## src/rtl/tdr_pkg.sv

```systemverilog
package tdr_pkg;

  localparam int DESC_BYTES = 16;
  localparam int LEN_LSB    = 16;
  localparam int LEN_W      = 14;
  localparam int LS_BIT     = 30;
  localparam int DONE_BIT   = 31;
  localparam int PORT_LSB   = 24;
  localparam int PORT_W     = 3;

  localparam logic [2:0] RA_BASE = 3'd0;
  localparam logic [2:0] RA_SIZE = 3'd1;
  localparam logic [2:0] RA_PROD = 3'd2;
  localparam logic [2:0] RA_CONS = 3'd3;
  localparam logic [2:0] RA_IRST = 3'd4;
  localparam logic [2:0] RA_CTRL = 3'd5;

  localparam int CTRL_RUN  = 0;
  localparam int CTRL_BUSY = 1;
  localparam int CTRL_WB   = 6;

  typedef enum logic [2:0] {
    ST_IDLE,
    ST_DESC_PTR,
    ST_DESC_CTL,
    ST_DESC_PORT,
    ST_BUF_WORD,
    ST_STREAM,
    ST_WRITEBACK,
    ST_ADVANCE
  } tdr_state_e;

  // Byte address of one word of a ring entry.
  function automatic logic [31:0] entry_word_addr(input logic [31:0] base,
                                                  input logic [31:0] slot,
                                                  input logic [1:0]  word);
    return base + (slot << 4) + {28'd0, word, 2'b00};
  endfunction

  // Next ring slot, wrapping when the ring size is reached.
  function automatic logic [31:0] next_slot(input logic [31:0] slot,
                                            input logic [31:0] size);
    return ((slot + 32'd1) >= size) ? 32'd0 : slot + 32'd1;
  endfunction

  // Byte lane of a little-endian memory word.
  function automatic logic [7:0] lane_byte(input logic [31:0] word,
                                           input logic [1:0]  lane);
    return word[{lane, 3'b000} +: 8];
  endfunction

endpackage

```

## src/rtl/tdr_regfile.sv

```systemverilog
module tdr_regfile
  import tdr_pkg::*;
#(
  parameter int IDX_W = 8
) (
  input  logic             clk,
  input  logic             rst_n,
  input  logic             cfg_we,
  input  logic [2:0]       cfg_addr,
  input  logic [31:0]      cfg_wdata,
  output logic [31:0]      cfg_rdata,
  input  logic [IDX_W-1:0] cons_idx,
  input  logic             busy,
  output logic [31:0]      ring_base,
  output logic [IDX_W-1:0] ring_size,
  output logic [IDX_W-1:0] prod_idx,
  output logic             run_en,
  output logic             wb_en,
  output logic             idx_clear
);

  always_ff @(posedge clk or negedge rst_n) begin
    if (!rst_n) begin
      ring_base <= '0;
      ring_size <= '0;
      prod_idx  <= '0;
      run_en    <= 1'b0;
      wb_en     <= 1'b0;
    end else if (cfg_we) begin
      case (cfg_addr)
        RA_BASE: ring_base <= cfg_wdata;
        RA_SIZE: ring_size <= cfg_wdata[IDX_W-1:0];
        RA_PROD: prod_idx  <= cfg_wdata[IDX_W-1:0];
        RA_CTRL: begin
          run_en <= cfg_wdata[CTRL_RUN];
          wb_en  <= cfg_wdata[CTRL_WB];
        end
        default: ;
      endcase
    end
  end

  // Pulse; the engine honours it only while idle.
  assign idx_clear = cfg_we && (cfg_addr == RA_IRST) && cfg_wdata[0];

  always_comb begin
    cfg_rdata = '0;
    case (cfg_addr)
      RA_BASE: cfg_rdata = ring_base;
      RA_SIZE: cfg_rdata = 32'(ring_size);
      RA_PROD: cfg_rdata = 32'(prod_idx);
      RA_CONS: cfg_rdata = 32'(cons_idx);
      RA_CTRL: begin
        cfg_rdata[CTRL_RUN]  = run_en;
        cfg_rdata[CTRL_BUSY] = busy;
        cfg_rdata[CTRL_WB]   = wb_en;
      end
      default: cfg_rdata = '0;
    endcase
  end

endmodule

```

## src/rtl/tdr_engine.sv

```systemverilog
module tdr_engine
  import tdr_pkg::*;
#(
  parameter int IDX_W = 8
) (
  input  logic              clk,
  input  logic              rst_n,
  input  logic [31:0]       ring_base,
  input  logic [IDX_W-1:0]  ring_size,
  input  logic [IDX_W-1:0]  prod_idx,
  input  logic              run_en,
  input  logic              wb_en,
  input  logic              idx_clear,
  output logic [IDX_W-1:0]  cons_idx,
  output logic              busy,
  output logic              mem_req,
  output logic              mem_we,
  output logic [31:0]       mem_addr,
  output logic [31:0]       mem_wdata,
  input  logic              mem_ack,
  input  logic [31:0]       mem_rdata,
  output logic [7:0]        tx_tdata,
  output logic              tx_tvalid,
  input  logic              tx_tready,
  output logic              tx_tlast,
  output logic [PORT_W-1:0] tx_tdest
);

  tdr_state_e        state;
  logic [31:0]       buf_ptr;
  logic [31:0]       ctl_word;
  logic [31:0]       buf_word;
  logic [LEN_W-1:0]  remaining;
  logic [PORT_W-1:0] dest;

  // Named internal events
  logic       start_entry;
  logic       byte_fire;
  logic       final_byte;
  logic       word_end;
  tdr_state_e after_buf;

  assign start_entry = (state == ST_IDLE) && run_en && !idx_clear && (cons_idx != prod_idx);
  assign byte_fire   = (state == ST_STREAM) && tx_tready;
  assign final_byte  = (remaining == LEN_W'(1));
  assign word_end    = (buf_ptr[1:0] == 2'b11);
  assign after_buf   = wb_en ? ST_WRITEBACK : ST_ADVANCE;

  always_ff @(posedge clk or negedge rst_n) begin
    if (!rst_n) begin
      state     <= ST_IDLE;
      cons_idx  <= '0;
      buf_ptr   <= '0;
      ctl_word  <= '0;
      buf_word  <= '0;
      remaining <= '0;
      dest      <= '0;
    end else begin
      case (state)
        ST_IDLE: begin
          if (idx_clear) cons_idx <= '0;
          else if (start_entry) state <= ST_DESC_PTR;
        end
        ST_DESC_PTR: if (mem_ack) begin
          buf_ptr <= mem_rdata;
          state   <= ST_DESC_CTL;
        end
        ST_DESC_CTL: if (mem_ack) begin
          ctl_word  <= mem_rdata;
          remaining <= mem_rdata[LEN_LSB +: LEN_W];
          state     <= ST_DESC_PORT;
        end
        ST_DESC_PORT: if (mem_ack) begin
          dest  <= mem_rdata[PORT_LSB +: PORT_W];
          state <= (remaining == '0) ? after_buf : ST_BUF_WORD;
        end
        ST_BUF_WORD: if (mem_ack) begin
          buf_word <= mem_rdata;
          state    <= ST_STREAM;
        end
        ST_STREAM: if (byte_fire) begin
          buf_ptr   <= buf_ptr + 32'd1;
          remaining <= remaining - LEN_W'(1);
          if (final_byte)    state <= after_buf;
          else if (word_end) state <= ST_BUF_WORD;
        end
        ST_WRITEBACK: if (mem_ack) state <= ST_ADVANCE;
        ST_ADVANCE: begin
          cons_idx <= IDX_W'(next_slot(32'(cons_idx), 32'(ring_size)));
          state    <= ST_IDLE;
        end
        default: state <= ST_IDLE;
      endcase
    end
  end

  assign busy = (state != ST_IDLE);

  always_comb begin
    mem_req   = 1'b1;
    mem_we    = 1'b0;
    mem_wdata = '0;
    mem_addr  = '0;
    case (state)
      ST_DESC_PTR:  mem_addr = entry_word_addr(ring_base, 32'(cons_idx), 2'd0);
      ST_DESC_CTL:  mem_addr = entry_word_addr(ring_base, 32'(cons_idx), 2'd1);
      ST_DESC_PORT: mem_addr = entry_word_addr(ring_base, 32'(cons_idx), 2'd3);
      ST_BUF_WORD:  mem_addr = {buf_ptr[31:2], 2'b00};
      ST_WRITEBACK: begin
        mem_addr  = entry_word_addr(ring_base, 32'(cons_idx), 2'd1);
        mem_we    = 1'b1;
        mem_wdata = ctl_word | (32'd1 << DONE_BIT);
      end
      default: mem_req = 1'b0;
    endcase
  end

  assign tx_tvalid = (state == ST_STREAM);
  assign tx_tdata  = tx_tvalid ? lane_byte(buf_word, buf_ptr[1:0]) : 8'h00;
  assign tx_tlast  = tx_tvalid && final_byte && ctl_word[LS_BIT];
  assign tx_tdest  = dest;

  // a stalled byte holds its value
  a_r4_hold_byte: assert property (@(posedge clk) disable iff (!rst_n)
    tx_tvalid && !tx_tready |=> tx_tvalid && $stable(tx_tdata) && $stable(tx_tlast));

  // memory request is held stable until acknowledged
  a_r3_hold_req: assert property (@(posedge clk) disable iff (!rst_n)
    mem_req && !mem_ack |=> mem_req && $stable(mem_addr) && $stable(mem_we));

  // every memory write marks the descriptor done
  a_r7_write_done: assert property (@(posedge clk) disable iff (!rst_n)
    mem_req && mem_we |-> mem_wdata[DONE_BIT]);

  // a final byte ends the buffer's stream
  a_r5_last_ends: assert property (@(posedge clk) disable iff (!rst_n)
    tx_tvalid && tx_tready && tx_tlast |=> !tx_tvalid);

  // the consumer index only steps by one or returns to zero
  a_r8_idx_step: assert property (@(posedge clk) disable iff (!rst_n)
    !$stable(cons_idx) |-> (cons_idx == '0) || (cons_idx == $past(cons_idx) + 1'b1));

  // work only begins while enabled
  a_r11_start_enabled: assert property (@(posedge clk) disable iff (!rst_n)
    $rose(busy) |-> $past(run_en));

  // no memory write while write-back is off at the end of a buffer
  a_r10_no_write_off: assert property (@(posedge clk) disable iff (!rst_n)
    (state == ST_STREAM) && byte_fire && final_byte && !wb_en |=> !mem_we);

endmodule

```

## src/rtl/tdr_tx_dma.sv

```systemverilog
module tdr_tx_dma
  import tdr_pkg::*;
#(
  parameter int IDX_W = 8
) (
  input  logic        clk,
  input  logic        rst_n,
  input  logic        cfg_we,
  input  logic [2:0]  cfg_addr,
  input  logic [31:0] cfg_wdata,
  output logic [31:0] cfg_rdata,
  output logic        mem_req,
  output logic        mem_we,
  output logic [31:0] mem_addr,
  output logic [31:0] mem_wdata,
  input  logic        mem_ack,
  input  logic [31:0] mem_rdata,
  output logic [7:0]  tx_tdata,
  output logic        tx_tvalid,
  input  logic        tx_tready,
  output logic        tx_tlast,
  output logic [2:0]  tx_tdest
);

  logic [31:0]      ring_base;
  logic [IDX_W-1:0] ring_size;
  logic [IDX_W-1:0] prod_idx;
  logic [IDX_W-1:0] cons_idx;
  logic             run_en;
  logic             wb_en;
  logic             idx_clear;
  logic             busy;

  tdr_regfile #(.IDX_W(IDX_W)) u_regs (
    .clk       (clk),
    .rst_n     (rst_n),
    .cfg_we    (cfg_we),
    .cfg_addr  (cfg_addr),
    .cfg_wdata (cfg_wdata),
    .cfg_rdata (cfg_rdata),
    .cons_idx  (cons_idx),
    .busy      (busy),
    .ring_base (ring_base),
    .ring_size (ring_size),
    .prod_idx  (prod_idx),
    .run_en    (run_en),
    .wb_en     (wb_en),
    .idx_clear (idx_clear)
  );

  tdr_engine #(.IDX_W(IDX_W)) u_engine (
    .clk       (clk),
    .rst_n     (rst_n),
    .ring_base (ring_base),
    .ring_size (ring_size),
    .prod_idx  (prod_idx),
    .run_en    (run_en),
    .wb_en     (wb_en),
    .idx_clear (idx_clear),
    .cons_idx  (cons_idx),
    .busy      (busy),
    .mem_req   (mem_req),
    .mem_we    (mem_we),
    .mem_addr  (mem_addr),
    .mem_wdata (mem_wdata),
    .mem_ack   (mem_ack),
    .mem_rdata (mem_rdata),
    .tx_tdata  (tx_tdata),
    .tx_tvalid (tx_tvalid),
    .tx_tready (tx_tready),
    .tx_tlast  (tx_tlast),
    .tx_tdest  (tx_tdest)
  );

  // idle engine drives no traffic
  a_r1_idle_quiet: assert property (@(posedge clk) disable iff (!rst_n)
    !busy |-> !tx_tvalid && !mem_req);

endmodule

```

## config.mk

```make
export PLATFORM = sky130hd
export DESIGN_NAME = tdr_tx_dma
export DESIGN_NICKNAME = d
export VERILOG_FILES = /design/src/rtl/tdr_pkg.sv /design/src/rtl/tdr_regfile.sv /design/src/rtl/tdr_engine.sv /design/src/rtl/tdr_tx_dma.sv
export SDC_FILE = /design/constraint.sdc
export NUM_CORES = 1
export LEC_CHECK = 0
export BUFFER_PORTS_ARGS = -buffer_cell sky130_fd_sc_hd__buf_2
export CORE_ASPECT_RATIO = 0.5
export CORE_MARGIN = 3
export CORE_UTILIZATION = 52
export DETAILED_ROUTE_END_ITERATION = 10
export GPL_TIMING_DRIVEN = 0
export MAX_ROUTING_LAYER = met4
export PLACE_DENSITY = 0.74
export SETUP_SLACK_MARGIN = 0.15
export SLEW_MARGIN = 10
export SYNTH_ARGS = -nofsm -noshare
export SYNTH_HDL_FRONTEND = slang
export SYNTH_SLANG_ARGS = --single-unit
```

## constraint.sdc

```tcl
create_clock -name clk -period 4.15 [get_ports clk]
set_input_delay 0.415 -clock clk [delete_from_list [all_inputs] [get_ports clk]]
set_output_delay 0.415 -clock clk [all_outputs]
set_load 0.01 [all_outputs]
```

==> results.json <==
{
  "drtIter0Drc": 1366,
  "ys_types": 96,
  "dieHeight_microns": 111,
  "synthTopCellsByCount": "dfrtp_1 (173), a21oi_1 (108), mux2_2 (108)",
  "startpoint_type": "flop",
  "num_vias": 11199,
  "nNetsFinal": 1555,
  "powerDensity_mw_per_mm2": 755,
  "clk_path_buf_depth": 2,
  "p_comb_share_pct": 56.4,
  "rows": 37,
  "grt_usage_pct": 34.5,
  "p_leak_nw": 6.31,
  "violations": "hold timing, setup timing",
  "synth_edf_count": 0,
  "maxSlewHeadroom_pct": 18.2,
  "drc_errors": 0,
  "wl_microns": 41100,
  "antenna_found_initial": 0,
  "root_buffer": "clkbuf_16",
  "fp.dieArea_sq_mm": 0.0240,
  "p_switching_mw": 5.00,
  "ir_drop_uv": 388,
  "drive_above_1_share_pct": 34.1,
  "netlist_area_sq_mm": 0.0115,
  "ios": 183,
  "synth_nets": 1318,
  "fin_crit_sh_pct": 101,
  "synthTopCellsByArea": "dfrtp_1 (38%), mux2_2 (11%), a21oi_1 (4.7%)",
  "synth_top_area_share_pct": 37.7,
  "synthCells": 1223,
  "diodes": 0,
  "final_area_sq_mm": 0.0143,
  "period_minus_slack_ps": 4210,
  "synthFlopType": "dfrtp_1",
  "gp_congestion": 0.984,
  "grt_pass1_vias": 10540,
  "setup_viol": 6,
  "routedWlPerCell_microns": 23.3,
  "seqPwrFrac_pct": 28.8,
  "via_per_inst": 6.35,
  "ant_nets": 0,
  "placed_area_sq_mm": 0.0128,
  "synth.most_common_cell": "dfrtp_1",
  "p_total_mw": 10.8,
  "core_area_sq_mm": 0.0211,
  "worstPathRequired_ps": 3730,
  "worstPathMaxFanout": 6,
  "grt_overflow": 0,
  "syn2layout_area_growth_pct": 24.3,
  "timing.hold.ws_ps": -53.8,
  "worst_pin_slew_ps": 1220,
  "ff2ff_setup_slack_ps": 500,
  "ys_seq_area_share_pct": 37.7,
  "status": "finished, violations left",
  "rsz0062_at_grt": "yes",
  "grt_start_max_net_pins": 95,
  "port_buffers": 179,
  "end_kind": "output port",
  "cts_num_sinks": 173,
  "syn_area_per_cell_sq_um": 9.39,
  "die_x_microns": 216,
  "clkPwrFrac_pct": 14.8,
  "critical_path_class": "reg -> out",
  "grt_first_pass_wirelength_microns": 62800,
  "hpwl_microns": 29600,
  "cts_inserted_buffers": 17,
  "drt-pass1-iter-count": 5,
  "cts_tree": "yes",
  "final_hold_viol_count": 19,
  "ys_ff_latch": 173,
  "fin_skew_ps": 8.56,
  "initial_core_util_pct": 54.4,
  "path_clk_slew_ps": 70,
  "clock_latency_ps": 450,
  "swShare_pct": 46.4,
  "htree_levels": 4,
  "maxCapViolations": 0,
  "layout_setup_ws_ps": -57.0,
  "hold_class": "in -> async",
  "synth_top_cell_by_area": "dfrtp_1",
  "yosysWarnings": 0,
  "postSynth.asyncResetShare_pct": 100,
  "slew_viol_final": 0,
  "p_int_mw": 5.78,
  "fmax_mhz": 238,
  "cp.arrival_ps": 3790
}
registers in the layout, summed over array words and instances, names as in the netlist, 8 cells and up:
signal	count
u_regs.ring_size	8
u_engine.ctl_word	31
u_engine.buf_ptr	32
u_engine.remaining	14
u_regs.ring_base	32
u_engine.cons_idx	8
u_regs.prod_idx	8
u_engine.buf_word	32
timing repair:
item | 4_1_cts | 5_1_grt
hold buffers | 0 | 0
pin swaps | 34 | 31
buffers inserted | 19 | 19
cloned | 0 | 0
endpoints found under the setup margin | 28 | 21
resized for setup | 72 | 46
power groups by stage:
stage / combinational [mW] / sequential, mW / clock [mW]
after floorplan: 3.62 / 2.81 / 0
after global placement: 5.08 / 3.07 / 0
after detailed placement: 5.18 / 3.10 / 0
after CTS: 5.64 / 3.08 / 1.61
after global routing: 6.53 / 3.18 / 1.69
final: 6.08 / 3.10 / 1.60
layout by cell type (no fill, tap or decap), types with 8 or more instances in the layout:
cell type	n
nor4_1	8
and3_1	60
buf_1	8
a221oi_2	9
a21oi_1	104
nor2_1	72
ha_1	19
clkbuf_1	64
nand4_1	12
mux4_2	14
o21bai_1	13
a22oi_1	8
buf_2	178
buf_4	36
o21ai_0	87
nand3_1	30
and2_1	33
o22ai_1	14
xnor2_1	24
dfrtp_1	168
buf_6	10
a21o_1	11
clkbuf_16	17
xnor2_2	11
mux2_2	108
nor3_1	20
nand2_1	88
nor2b_1	18
inv_1	20
worst paths after layout:
check / start / cells past startpoint / to
setup / recovery: u_engine.cons_idx[0]$_DFFE_PN0P_ / 13 / mem_addr[27]
hold / removal: rst_n / 1 / u_regs.ring_base[23]$_DFFE_PN0P_
setup reg to reg: u_engine.state[0]$_DFFE_PN0P_ / 10 / u_engine.state[0]$_DFFE_PN0P_
hold reg to reg: u_engine.remaining[13]$_DFFE_PN0P_ / 2 / u_engine.remaining[13]$_DFFE_PN0P_
max in group asynchronous: rst_n / 2 / u_engine.buf_word[27]$_DFFE_PN0P_
min in group clk: cfg_wdata[29] / 3 / u_regs.ring_base[29]$_DFFE_PN0P_
kinds of logic after synthesis:
group           after synthesis  synth area share, %
flops                       173                 37.7
simple gates                418                 20.0
mux                         125                 13.6
compound gates              328                 18.1
buf+inv                     106                 4.12
fa+ha+maj                    23                 2.64
xor+xnor                     50                 3.88
layer usage:
metal / GRT usage (%) / wire [microns] / vias to the layer above
met5: - / 0 / -
met4: 9.31 / 1050 / 0
met3: 7.17 / 3650 / 86
met2: 51.9 / 18800 / 566
met1: 47.6 / 17700 / 5568
li1: - / - / 4979
stage by stage:
step	utilization [%]	setup TNS (ps)	setup slack, ps	cells
4_1_cts	65.7	0	16.3	1746
5_1_grt	67.7	-1260	-153	1765
6_report	67.7	-201	-57.0	1765
3_3_place_gp	60.4	-20020	-829	1694
2_1_floorplan	-	0	476	1223
3_5_place_dp	60.6	-8170	-869	1695
cell type report:
type                    count  area [sq um]
multi-input cells         944          7270
fillers                  1671          6830
flip-flops and latches    173          4340
repair buffers            218          1240
clock buffers              19           453
plain buffers              86           418
well taps                 292           365
clock inverters            13           121
inverters                  20          75.1
critical path: stages, from the launching register on:
cell and delay [ps]:
dfrtp_2 440, ha_4 170, fa_2 380, a211o_4 390, a211oi_4 230, buf_6 190
nor2_4 70, xnor2_4 180, and4bb_2 300, nor4b_4 140, buf_4 180, and3_1 190
o32ai_2 280, buf_2 190
Note: power is estimated with default switching activity, not from simulation.
